[src/rtl/lsAlignPkg.sv]
package lsAlignPkg;
  localparam int ADDR_W = 3;
  localparam int SIZE_W = 2;

  typedef enum logic [1:0] {
    CLS_SINGLE = 2'b00,
    CLS_MULTI  = 2'b01,
    CLS_STRING = 2'b10,
    CLS_RSVD   = 2'b11
  } opClassT;

  typedef enum logic [1:0] {
    CAUSE_NONE   = 2'b00,
    CAUSE_SINGLE = 2'b01,
    CAUSE_MULTI  = 2'b10
  } causeT;

  typedef struct packed {
    logic load;
    logic raiseSingle;
    logic raiseMulti;
  } strobeT;
endpackage

[src/rtl/lsAlignCtl.sv]
module lsAlignCtl
  import lsAlignPkg::*;
#(
  parameter int ADDR_W = lsAlignPkg::ADDR_W,
  parameter int SIZE_W = lsAlignPkg::SIZE_W
) (
  input  logic              opValid,
  input  logic [1:0]        opClass,
  input  logic [SIZE_W-1:0] sizeCode,
  input  logic [ADDR_W-1:0] addrLow,
  input  logic              strictAlign,
  input  logic              priorExc,
  output strobeT            strobe
);
  localparam int NBITS = ADDR_W;

  logic [NBITS-1:0] sizeMask;
  logic singleMis;
  logic multiMis;
  logic allowed;

  // Each mask bit is set when it lies below the operand size boundary.
  for (genvar b = 0; b < NBITS; b++) begin : gMask
    assign sizeMask[b] = (b < int'(sizeCode));
  end

  assign singleMis = |(addrLow & sizeMask);
  assign multiMis  = |addrLow[1:0];
  assign allowed   = opValid && !priorExc;

  always_comb begin
    strobe = '0;
    strobe.load = 1'b1;
    if (allowed) begin
      unique case (opClassT'(opClass))
        CLS_SINGLE: strobe.raiseSingle = strictAlign && singleMis;
        CLS_MULTI:  strobe.raiseMulti  = multiMis;
        default:    ;
      endcase
    end
  end

  always_comb begin
    AST_ONE_RAISE: assert (!(strobe.raiseSingle && strobe.raiseMulti));
  end
endmodule

[src/rtl/lsAlignDp.sv]
module lsAlignDp
  import lsAlignPkg::*;
(
  input  logic       clk,
  input  logic       rst,
  input  strobeT     strobe,
  input  logic       opValid,
  input  logic       priorExc,
  output logic       alignExc,
  output logic [1:0] alignCause
);
  always_ff @(posedge clk) begin
    if (rst) begin
      alignExc   <= 1'b0;
      alignCause <= CAUSE_NONE;
    end else if (strobe.load) begin
      alignExc   <= strobe.raiseSingle | strobe.raiseMulti;
      alignCause <= strobe.raiseMulti  ? CAUSE_MULTI :
                    strobe.raiseSingle ? CAUSE_SINGLE : CAUSE_NONE;
    end
  end

  AST_FLAG_CAUSE: assert property (@(posedge clk) disable iff (rst)
    alignExc == (alignCause != CAUSE_NONE));
  AST_IDLE_CLEAR: assert property (@(posedge clk) disable iff (rst)
    !opValid |=> !alignExc);
  AST_PRIOR_MASK: assert property (@(posedge clk) disable iff (rst)
    priorExc |=> !alignExc);
  AST_NO_RSVD: assert property (@(posedge clk) disable iff (rst)
    alignCause != 2'b11);
endmodule

[src/rtl/lsAlignChk.sv]
module lsAlignChk
  import lsAlignPkg::*;
#(
  parameter int ADDR_W = lsAlignPkg::ADDR_W,
  parameter int SIZE_W = lsAlignPkg::SIZE_W
) (
  input  logic              clk,
  input  logic              rst,
  input  logic              opValid,
  input  logic [1:0]        opClass,
  input  logic [SIZE_W-1:0] sizeCode,
  input  logic [ADDR_W-1:0] addrLow,
  input  logic              strictAlign,
  input  logic              priorExc,
  output logic              alignExc,
  output logic [1:0]        alignCause
);
  strobeT strobe;

  lsAlignCtl #(.ADDR_W(ADDR_W), .SIZE_W(SIZE_W)) uCtl (
    .opValid(opValid), .opClass(opClass), .sizeCode(sizeCode),
    .addrLow(addrLow), .strictAlign(strictAlign), .priorExc(priorExc),
    .strobe(strobe)
  );

  lsAlignDp uDp (
    .clk(clk), .rst(rst), .strobe(strobe), .opValid(opValid),
    .priorExc(priorExc), .alignExc(alignExc), .alignCause(alignCause)
  );

  AST_STRING_QUIET: assert property (@(posedge clk) disable iff (rst)
    (opValid && opClass == 2'b10) |=> !alignExc);
  AST_LAX_SINGLE: assert property (@(posedge clk) disable iff (rst)
    (opValid && opClass == 2'b00 && !strictAlign) |=> !alignExc);
  AST_MULTI_WORD: assert property (@(posedge clk) disable iff (rst)
    (opValid && !priorExc && opClass == 2'b01 && addrLow[1:0] != 2'b00)
    |=> (alignExc && alignCause == 2'b10));
endmodule

[config.mk]
export PLATFORM = sky130hd
export DESIGN_NAME = lsAlignChk
export DESIGN_NICKNAME = d
export VERILOG_FILES = /design/src/rtl/lsAlignPkg.sv /design/src/rtl/lsAlignCtl.sv /design/src/rtl/lsAlignDp.sv /design/src/rtl/lsAlignChk.sv
export SDC_FILE = /design/constraint.sdc
export NUM_CORES = 1
export LEC_CHECK = 0
export ABC_AREA = 1
export ABC_CLOCK_PERIOD_IN_PS = 1250
export CAP_MARGIN = 5
export CORE_AREA = 2 2 39 41
export DETAILED_ROUTE_END_ITERATION = 10
export DIE_AREA = 0 0 41 43
export GPL_TIMING_DRIVEN = 0
export REMOVE_ABC_BUFFERS = 1
export SLEW_MARGIN = 20
export SYNTH_ARGS = -nofsm -noshare
export SYNTH_HDL_FRONTEND = slang
export SYNTH_SLANG_ARGS = --single-unit
[constraint.sdc]
create_clock -name clk -period 1.25 [get_ports clk]
set_input_delay 0.25 -clock clk [delete_from_list [all_inputs] [get_ports clk]]
set_output_delay 0.25 -clock clk [all_outputs]
set_load 0.02 [all_outputs]
==> metrics.md <==
| Metric | Value |
|---|---|
| Metal-1 WL | 118 um |
| DR vias | 195 |
| Residual DRC count | 0 |
| Maximum VDD drop | 0.170 mV |
| Grt ovf | 0 |
| Status | finished clean |
| Post-Syn Area per Cell | 5.87 um^2 |
| Starting Density | 11.0% |
| Final Max Slew Viols | 0 |
| # rows | 14 |
| Crit Path Max Fanout | 1 |
| Largest net degree at the start of global routing | 3 |
| Multi-input gate area | 62.6 um^2 |
| Drt total wl | 336 um |
| Total negative slack | 0 ns |
| Hpwl dp | 287 um |
| WHS Endpoint | uDp.alignCause[0]$_SDFF_PP0_ |
| P per Cell Area | 955 nW/um^2 |
| Share of cells above drive strength 1 | 6.82% |
| Hold Crit Class | input pin to flop |
| Area Growth Syn to Fin | 120% |
| Synth cell types | 6 |
| Synthesis-stage register bit count | 3 |
| Port buffer count | 14 |
| Unrepaired setup endpoints after global routing | no |
| Least-Margin Pin Slew | 0.205 ns |
| Top cell family by delay on the critical path | buffers and inverters |
| Drt pass-1 iters | 3 |
| Maximum clock path buffer count | 2 |
| GP Congestion | 0.564 |
| Critical Path End Type | output port |
| Cells after DPL | 56 |
| Worst Path Arrival | 0.84 ns |
| Crit share post-route | 87.3% |
| Max H-tree Level | 1 |
| Ports | 15 |
| Filler cells | 163 |
| Min cycle time layout | 1.09 ns |
| Core area | 1380 um^2 |
| Count of hold-fix buffers inserted at cts | 0 |
| HP Start | strictAlign |
| DIE AREA | 1760 um^2 |
| Root Buffer | clkbuf_4 |
| Met2 WL | 169 um |
| Crit-path max cell delay | 0.32 ns |
| Met3 wire length | 47 um |
| Wire per inst | 5.60 um |
| Top sig layer | met3 |
| CP startpoint kind | flop |
| Via density | 3.25 |
| Num CTS Buffers | 3 |
| Slew margin rel. | 86.4% |
| Layout Nets | 57 |
| Number of global-route vias before repair | 180 |
| Synth Cell Area | 153 um^2 |
| FF+latch area | 60.1 um^2 |
| Antenna Nets Post-Route | 0 |
| Seq/Total Area, Yosys | 39.3% |
| Initial antenna violation count | 0 |
| Total power | 0.000320 W |
| N_diodes | 0 |
| CTS tree | done |
| Gr usage total | 5.41% |
| Die Wd | 41 um |
| Max-capacitance violation count | 0 |
| Leakage power | 0.193 nW |
| DIE HEIGHT | 43 um |
| Buffers and inverters on the worst path | 1 |
| Hold depth | 5 |
| Critical Path RT | 1.00 ns |
| Clock slew at reported path FFs | 0.04 ns |
| Setup violators final | 0 |
| First-pass GRT wire length | 614 um |
| Cell count after synthesis | 26 |
| Setup CP Type | flop to output port |
| TritonCTS Sinks | 3 |
| Finished Layout Cells | 60 |
| Syn. warnings | 0 |
| Initial DRC Count | 4 |
| Slowest cell on crit path | dlygate4sd2_1 |
| CP cell instances | dlygate4sd2_1 |
| Timing-limited maximum frequency | 917 MHz |
| Final Hold Viols | 0 |
[flip-flops by register name, summed over array words and instances (netlist names)]
name and flops:
uDp.alignExc 1, uDp.alignCause 2
[kinds of logic after synthesis]
family,count (synthesis),share of synthesized area [%]
AND/OR/NAND/NOR,15,41.0
buffers and inverters,8,19.7
flip-flops,3,39.3
[worst min-delay path, stage by stage]
cell             delay [ns]
clkdlybuf4s50_1        0.39
nand2_1                0.06
nor2_1                 0.04
nand2_1                0.07
inv_1                  0.04
[Yosys cell counts]
library cell	number	area, um^2
nand3b_1	1	7.51
dfxtp_1	3	60.1
nor2_1	4	15.0
inv_1	8	30.0
nand4_1	1	6.26
nand2_1	9	33.8
[cells in the final DEF (no fill, tap or decap), drive strengths merged]
cell,Yosys,routed
clkbuf,0,4
clkdlybuf4s50,0,11
dfxtp,3,3
dlygate4sd2,0,3
inv,8,8
nand2,9,9
nand3b,1,1
nand4,1,1
nor2,4,4
[through the flow]
stage | cell area, um^2 | worst slack (ns) | util [%] | hold slack (ns)
2_1_floorplan | 153 | 0.594 | - | 0.428
3_3_place_gp | 313 | 0.117 | 22.6 | 0.919
3_5_place_dp | 313 | 0.119 | 22.6 | 0.919
4_1_cts | 335 | 0.140 | 24.2 | 0.671
5_1_grt | 335 | 0.106 | 24.2 | 0.719
6_report | 335 | 0.159 | 24.2 | 0.670
[cell type report]
cell class / instances / area share, %
Multi-Input combinational cell: 15 / 18.7
Sequential cell: 3 / 17.9
Clock buffer: 4 / 7.84
Timing Repair Buffer: 14 / 40.7
Tap cell: 16 / 5.97
Inverter: 8 / 8.96
[routing by layer]
metal  vias up  track usage (%)
li1        108                -
met1        75             5.43
met2        12             7.81
met3         0             1.57
met4         0             6.00
met5         -                0
[power breakdown]
group          internal (W)  switching, W
registers         0.0000976   0.000000213
logic             0.0000375     0.0000166
clock network      0.000120     0.0000488
total              0.000255     0.0000656
[repair_timing]
action | 4_1_cts | 5_1_grt
endpoints found under the setup margin | 3 | 0
endpoints found under the hold margin | 0 | 0
gates resized for setup | 3 | 0
buffers inserted | 0 | 0
[how the worst max path moves through the flow]
stage / start / end / slack [ns] / cells past startpoint
2_1_floorplan: addrLow[0] / uDp.alignExc$_SDFF_PP0_ / 0.59 / 6
3_3_place_gp: opClass[1] / uDp.alignExc$_SDFF_PP0_ / 0.12 / 6
3_5_place_dp: opClass[1] / uDp.alignExc$_SDFF_PP0_ / 0.12 / 6
4_1_cts: uDp.alignCause[1]$_SDFF_PP0_ / alignCause[1] / 0.14 / 1
5_1_grt: uDp.alignExc$_SDFF_PP0_ / alignExc / 0.11 / 1
6_report: uDp.alignExc$_SDFF_PP0_ / alignExc / 0.16 / 1
Power figures use the tool's default switching activity.
